$ cat config.mk
export PLATFORM = sky130hd
export DESIGN_NAME = stream_width_fifo
export DESIGN_NICKNAME = d
export VERILOG_FILES = /design/src/rtl/swf_pkg.sv /design/src/rtl/swf_lane.sv /design/src/rtl/swf_occupancy.sv /design/src/rtl/stream_width_fifo.sv
export SDC_FILE = /design/constraint.sdc
export NUM_CORES = 1
export LEC_CHECK = 0
export ABC_AREA = 1
export BUFFER_PORTS_ARGS = -buffer_cell sky130_fd_sc_hd__buf_2
export CORE_ASPECT_RATIO = 0.7
export CORE_MARGIN = 2
export CORE_UTILIZATION = 40
export DETAILED_ROUTE_END_ITERATION = 7
export PLACE_DENSITY = 0.62
export SLEW_MARGIN = 20
export SYNTH_ARGS = -nofsm -noshare
export SYNTH_HDL_FRONTEND = slang
export SYNTH_SLANG_ARGS = --single-unit
$ cat constraint.sdc
create_clock -name clk -period 3.23 [get_ports clk]
set_input_delay 0.1615 -clock clk [delete_from_list [all_inputs] [get_ports clk]]
set_output_delay 0.1615 -clock clk [all_outputs]
set_load 0.01 [all_outputs]
$ cat src/rtl/swf_pkg.sv
package swf_pkg;

    // number of narrow lanes spanned by the wide side
    function automatic int lane_count(int in_b, int out_b);
        return (in_b > out_b) ? (in_b / out_b) : (out_b / in_b);
    endfunction

    // free-space capacity, counted in input words
    function automatic int room_limit(int in_b, int out_b, int depth);
        return (out_b > in_b) ? lane_count(in_b, out_b) * depth : depth;
    endfunction

    // stored-data capacity, counted in output words
    function automatic int level_limit(int in_b, int out_b, int depth);
        return (out_b > in_b) ? depth : lane_count(in_b, out_b) * depth;
    endfunction

endpackage

$ cat src/rtl/swf_lane.sv
module swf_lane #(
    parameter int W     = 8,
    parameter int DEPTH = 4,
    localparam int AW   = $clog2(DEPTH)
) (
    input  logic         clk,
    input  logic         rst_n,
    input  logic         wr_en,
    input  logic [W-1:0] wr_word,
    input  logic         rd_en,
    output logic [W-1:0] rd_word
);
    typedef struct packed {
        logic [AW-1:0] wp;
        logic [AW-1:0] rp;
    } ptr_t;

    ptr_t         ptr_d, ptr_q;
    logic [W-1:0] mem [DEPTH];

    always_comb begin
        ptr_d = ptr_q;
        if (wr_en) ptr_d.wp = ptr_q.wp + AW'(1);
        if (rd_en) ptr_d.rp = ptr_q.rp + AW'(1);
    end

    always_ff @(posedge clk) begin
        if (!rst_n) ptr_q <= '0;
        else        ptr_q <= ptr_d;
    end

    always_ff @(posedge clk) begin
        if (wr_en) mem[ptr_q.wp] <= wr_word;
    end

    assign rd_word = mem[ptr_q.rp];
endmodule

$ cat src/rtl/swf_occupancy.sv
module swf_occupancy #(
    parameter int RW        = 3,
    parameter int LW        = 5,
    parameter int ROOM_INIT = 4
) (
    input  logic          clk,
    input  logic          rst_n,
    input  logic [RW-1:0] room_sub,
    input  logic [RW-1:0] room_add,
    input  logic [LW-1:0] level_add,
    input  logic          level_sub,
    output logic [RW-1:0] room,
    output logic [LW-1:0] level
);
    typedef struct packed {
        logic [RW-1:0] room;
        logic [LW-1:0] level;
    } occ_t;

    occ_t occ_d, occ_q;

    always_comb begin
        occ_d       = occ_q;
        occ_d.room  = occ_q.room - room_sub + room_add;
        occ_d.level = occ_q.level + level_add - LW'(level_sub);
    end

    always_ff @(posedge clk) begin
        if (!rst_n) begin
            occ_q.room  <= RW'(ROOM_INIT);
            occ_q.level <= '0;
        end else begin
            occ_q <= occ_d;
        end
    end

    assign room  = occ_q.room;
    assign level = occ_q.level;
endmodule

$ cat src/rtl/stream_width_fifo.sv
module stream_width_fifo import swf_pkg::*; #(
    parameter int IN_BYTES    = 4,
    parameter int OUT_BYTES   = 1,
    parameter int LANE_DEPTH  = 4,
    parameter int KEEP_FILTER = 1,
    localparam int ROOM_W  = $clog2(room_limit(IN_BYTES, OUT_BYTES, LANE_DEPTH) + 1),
    localparam int LEVEL_W = $clog2(level_limit(IN_BYTES, OUT_BYTES, LANE_DEPTH) + 1)
) (
    input  logic                   clk,
    input  logic                   rst_n,
    input  logic [8*IN_BYTES-1:0]  in_data,
    input  logic [IN_BYTES-1:0]    in_keep,
    input  logic                   in_last,
    input  logic                   in_valid,
    output logic                   in_ready,
    output logic [8*OUT_BYTES-1:0] out_data,
    output logic [OUT_BYTES-1:0]   out_keep,
    output logic                   out_last,
    output logic                   out_valid,
    input  logic                   out_ready,
    output logic [ROOM_W-1:0]      room,
    output logic [LEVEL_W-1:0]     level
);
    localparam bit WIDEN      = OUT_BYTES > IN_BYTES;
    localparam int LANES      = lane_count(IN_BYTES, OUT_BYTES);
    localparam int LANE_BYTES = WIDEN ? IN_BYTES : OUT_BYTES;
    localparam int LANE_DW    = 8 * LANE_BYTES;
    localparam int IDX_W      = (LANES > 1) ? $clog2(LANES) : 1;
    localparam int ROOM_MAX   = room_limit(IN_BYTES, OUT_BYTES, LANE_DEPTH);

    typedef struct packed {
        logic                  last;
        logic [LANE_BYTES-1:0] keep;
        logic [LANE_DW-1:0]    data;
    } entry_t;

    typedef struct packed {
        logic [IDX_W-1:0] wr_idx;   // next lane to fill (widening)
        logic [IDX_W-1:0] rd_idx;   // next lane to drain (narrowing)
    } ctl_t;

    ctl_t               ctl_d, ctl_q;
    logic [LANES-1:0]   lane_we, lane_re;
    entry_t             lane_win  [LANES];
    entry_t             lane_rout [LANES];
    logic [ROOM_W-1:0]  room_sub, room_add;
    logic [LEVEL_W-1:0] level_add;
    logic               drop, accept, store, pop;

    assign in_ready  = (room != '0);
    assign out_valid = (level != '0);
    assign drop      = (KEEP_FILTER != 0) && (in_keep == '0) && !in_last;
    assign accept    = in_valid && in_ready;
    assign store     = accept && !drop;
    assign pop       = out_valid && out_ready;

    for (genvar g = 0; g < LANES; g++) begin : g_lane
        swf_lane #(
            .W     ($bits(entry_t)),
            .DEPTH (LANE_DEPTH)
        ) u_lane (
            .clk     (clk),
            .rst_n   (rst_n),
            .wr_en   (lane_we[g]),
            .wr_word (lane_win[g]),
            .rd_en   (lane_re[g]),
            .rd_word (lane_rout[g])
        );
    end

    if (WIDEN) begin : g_widen
        always_comb begin
            ctl_d     = ctl_q;
            room_sub  = '0;
            room_add  = '0;
            level_add = '0;
            lane_we   = '0;
            lane_re   = '0;
            for (int i = 0; i < LANES; i++) begin
                // filler for lanes an early close leaves empty
                lane_win[i] = '{last: 1'b1, keep: '0, data: '0};
                if (IDX_W'(i) == ctl_q.wr_idx)
                    lane_win[i] = '{last: in_last, keep: in_keep, data: in_data};
                lane_we[i] = store && ((IDX_W'(i) == ctl_q.wr_idx) ||
                                       (in_last && (IDX_W'(i) > ctl_q.wr_idx)));
                lane_re[i] = pop;
                out_data[i*LANE_DW +: LANE_DW]    = lane_rout[i].data;
                out_keep[i*LANE_BYTES +: LANE_BYTES] = lane_rout[i].keep;
            end
            out_last = lane_rout[LANES-1].last;
            if (store) begin
                room_sub = in_last ? (ROOM_W'(LANES) - ROOM_W'(ctl_q.wr_idx)) : ROOM_W'(1);
                if (in_last || (ctl_q.wr_idx == IDX_W'(LANES - 1))) begin
                    level_add    = LEVEL_W'(1);
                    ctl_d.wr_idx = '0;
                end else begin
                    ctl_d.wr_idx = ctl_q.wr_idx + IDX_W'(1);
                end
            end
            if (pop) room_add = ROOM_W'(LANES);
        end
    end else begin : g_narrow
        always_comb begin
            ctl_d     = ctl_q;
            room_sub  = '0;
            room_add  = '0;
            level_add = '0;
            lane_we   = '0;
            lane_re   = '0;
            for (int i = 0; i < LANES; i++) begin
                lane_win[i] = '{last: in_last && (i == LANES - 1),
                                keep: in_keep[i*LANE_BYTES +: LANE_BYTES],
                                data: in_data[i*LANE_DW +: LANE_DW]};
                lane_we[i] = store;
                lane_re[i] = pop && (ctl_q.rd_idx == IDX_W'(i));
            end
            out_data = lane_rout[ctl_q.rd_idx].data;
            out_keep = lane_rout[ctl_q.rd_idx].keep;
            out_last = lane_rout[ctl_q.rd_idx].last;
            if (store) begin
                room_sub  = ROOM_W'(1);
                level_add = LEVEL_W'(LANES);
            end
            if (pop) begin
                if (ctl_q.rd_idx == IDX_W'(LANES - 1)) begin
                    room_add     = ROOM_W'(1);
                    ctl_d.rd_idx = '0;
                end else begin
                    ctl_d.rd_idx = ctl_q.rd_idx + IDX_W'(1);
                end
            end
        end
    end

    always_ff @(posedge clk) begin
        if (!rst_n) ctl_q <= '0;
        else        ctl_q <= ctl_d;
    end

    swf_occupancy #(
        .RW        (ROOM_W),
        .LW        (LEVEL_W),
        .ROOM_INIT (ROOM_MAX)
    ) u_occ (
        .clk       (clk),
        .rst_n     (rst_n),
        .room_sub  (room_sub),
        .room_add  (room_add),
        .level_add (level_add),
        .level_sub (pop),
        .room      (room),
        .level     (level)
    );
endmodule

==> impl_metrics.toml <==
[run_status]
run_status = "complete, no violations"

[grt]
grt_pass1_vias = 4942
busiest_layer = "met1"
overflow = 0
antenna_found_initial = 0
met2_usage_pct = 25.5
grtUsageMet3_pct = 4.06
gr-usage-met1_pct = 26.4
grt_pass1_wl_mm = 27.7
grt_max_degree = 22
grt_use_total_pct = 17.6

[sta]
finalHoldViolations = 0
slew_violations = 0
setup_tns_ns = 0
clock_skew_ns = 0.0102
max_slew_margin_pct = 35.5
fmax_mhz = 399
final.period_utilization_pct = 77.5
worst_pin_slew_ns = 0.964
fin_crit_ns = 2.50
setup_violations = 0
setup_slack_ns = 0.726
rsz0062_at_grt = "false"
holdWs_ns = 0.122

[synth]
synth_cell_types = 32
syn_area_per_cell_sq_um = 10.5
synth_edf_count = 148
yosysSeqAreaShare_pct = 64.2
synth_area_sq_mm = 0.00798
synth_cells = 762
syn_nets = 832
yosysWarnings = 0
ys_ff_latch = 182
synth-main-ff-cell = "edfxtp_1"
postSynth.asyncResetShare_pct = 0

[route]
drt_first_pass_iters = 5
via_per_inst = 4.65
drtIter0Drc = 543
drc = 0
wl_per_cell_um = 15.4
postRouteAntennaNets = 0
vias = 5316
wl_mm = 17.6

[layout]
fin_nets = 930
diodes = 0
area_delta_synth_final_pct = 18.7
layout-drive-gt1-share_pct = 14.2

[die]
die_y_um = 122
initial_utilization_pct = 40.5
dieArea_sq_mm = 0.0211
die_w_um = 173
core_sq_mm = 0.0197
ios = 61
num_rows = 43

[critical_path]
path_class = "reg2out"
max_stage_delay_ns = 0.71
path_buf_inv = 3
crit_fanout = 12
start_kind = "flip-flop"
r2r_slack_ns = 0.95
critPathRequiredTime_ns = 3.07
critPathSlowestCell = "nor2_1"
path_cells = "inv_1, nor2_1, nand3_1, nand2_1, inv_1, nand2_1, buf_2"
critPathTopFamily = "simple AND/OR/NAND/NOR gates"
cp_data_arrival_time_ns = 2.34
cp-end-kind = "output port"

[clock_network]
clk_latency_ns = 0.44
cts_buffers = 17
clock-sinks = 182
cts_resized = 0
root_buffer = "clkbuf_16"
clock_path_buffers = 2
cts_tree = "built"
path_clk_slew_ns = 0.07
htreeDepth = 4

[placed_design]
port_buffers = 60
hpwl_mm = 12.1
post-place-ws_ns = 0.973
place_congestion = 0.810

[pwr]
ir_drop_mv = 0.435
p_total_mw = 7.00
cellPowerDensity_mw_per_mm2 = 740
power_leakage_nw = 3.88

[min_path]
min_path_type = "in2reg"

[job]
max_cap_violations = 0
## cell usage in the layout (no fill, tap or decap), drive strengths merged
cell	netlist	routed
bufinv	0	1
clkinv	4	8
buf	19	66
dfxtp	34	34
xor2	5	5
a21oi	4	4
ha	27	27
o21a	1	1
inv	88	96
dlygate4sd3	0	37
nand3b	4	4
fa	2	2
clkbuf	5	17
nand2	205	205
edfxtp	148	148
o21ai	4	4
clkinvlp	0	2
nand3	111	111
nor2	86	86
or2	10	10
nand4	4	4
xnor2	1	1
## cells in the mapped netlist (5+ instances only)
cell | count | area [sq um]
nand3_1 | 110 | 551
nor2_1 | 75 | 282
inv_2 | 7 | 26.3
dfxtp_1 | 34 | 681
xor2_1 | 5 | 43.8
buf_2 | 12 | 60.1
ha_1 | 27 | 338
nor2_4 | 10 | 113
nand2_1 | 203 | 762
or2_1 | 8 | 50.1
inv_1 | 77 | 289
edfxtp_1 | 148 | 4440
## what timing repair did
item,CTS,global route
setup buffers,0,0
endpoints found under the hold margin,148,0
hold buffers,37,0
## kinds of logic after synthesis
| group | after synthesis | share of synthesized area [%] |
|---|---|---|
| XOR/XNOR | 6 | 0.659 |
| AND/OR/NAND/NOR | 420 | 23.5 |
| adder cells (fa/ha/maj) | 29 | 4.74 |
| AO/OA/AOI/OAI | 9 | 0.596 |
| buffers and inverters | 116 | 6.30 |
| flip-flops | 182 | 64.2 |
## metrics by stage
step	cells	util [%]	cell area [sq um]
2_1_floorplan	762	-	7980
3_3_place_gp	1074	43.2	8510
3_5_place_dp	1074	43.2	8510
4_1_cts	1143	48.1	9470
5_1_grt	1143	48.1	9470
6_report	1143	48.1	9470
## registers in the layout, indices dropped and copies added, names as in the netlist, named ones only
register / cells
g_lane.u_lane.mem: 148
g_lane.u_lane.ptr_q: 16
u_occ.level: 5
u_occ.room: 3
ctl_q: 2
## routing by layer
layer  share of wire (%)  vias to the layer above
met5                   0                        -
met4                 1.1                        0
met3                 7.1                       19
met2                  41                      144
met1                  50                     2460
li1                    -                     2693
## worst paths after layout
check | depth (start not counted) | end | from
setup / recovery | 7 | out_keep | ctl_q[1]$_SDFFE_PN0N_
hold / removal | 2 | u_occ.room[2]$_SDFF_PN1_ | rst_n
setup reg to reg | 8 | u_occ.room[2]$_SDFF_PN1_ | ctl_q[0]$_SDFFE_PN0N_
hold reg to reg | 2 | g_lane[2].u_lane.ptr_q[0]$_SDFFE_PN0P_ | g_lane[2].u_lane.ptr_q[0]$_SDFFE_PN0P_
## final cells by class
type	instances	area, sq um
inverter	92	355
fill	1874	10200
multi-input combinational	464	2350
clock inverter	15	159
timing repair buffer	103	716
clock buffer	17	425
tap	270	338
sequential	182	5120
## report_power, final
part | leakage, nW | internal [mW] | switching (mW)
Sequential | 1.63 | 2.87 | 0.227
Clock | 0.284 | 1.10 | 0.973
Combinational | 1.96 | 0.648 | 1.19
Total | 3.88 | 4.62 | 2.39
## worst reg2reg max path: stages, from the launching register on
cell and delay (ns):
dfxtp_1 0.71, ha_1 0.32, nand3_1 0.18, inv_1 0.10, ha_1 0.14, inv_1 0.05
fa_1 0.36, or2_2 0.30, nand3_1 0.07
Note: power is estimated with default switching activity, not from simulation.
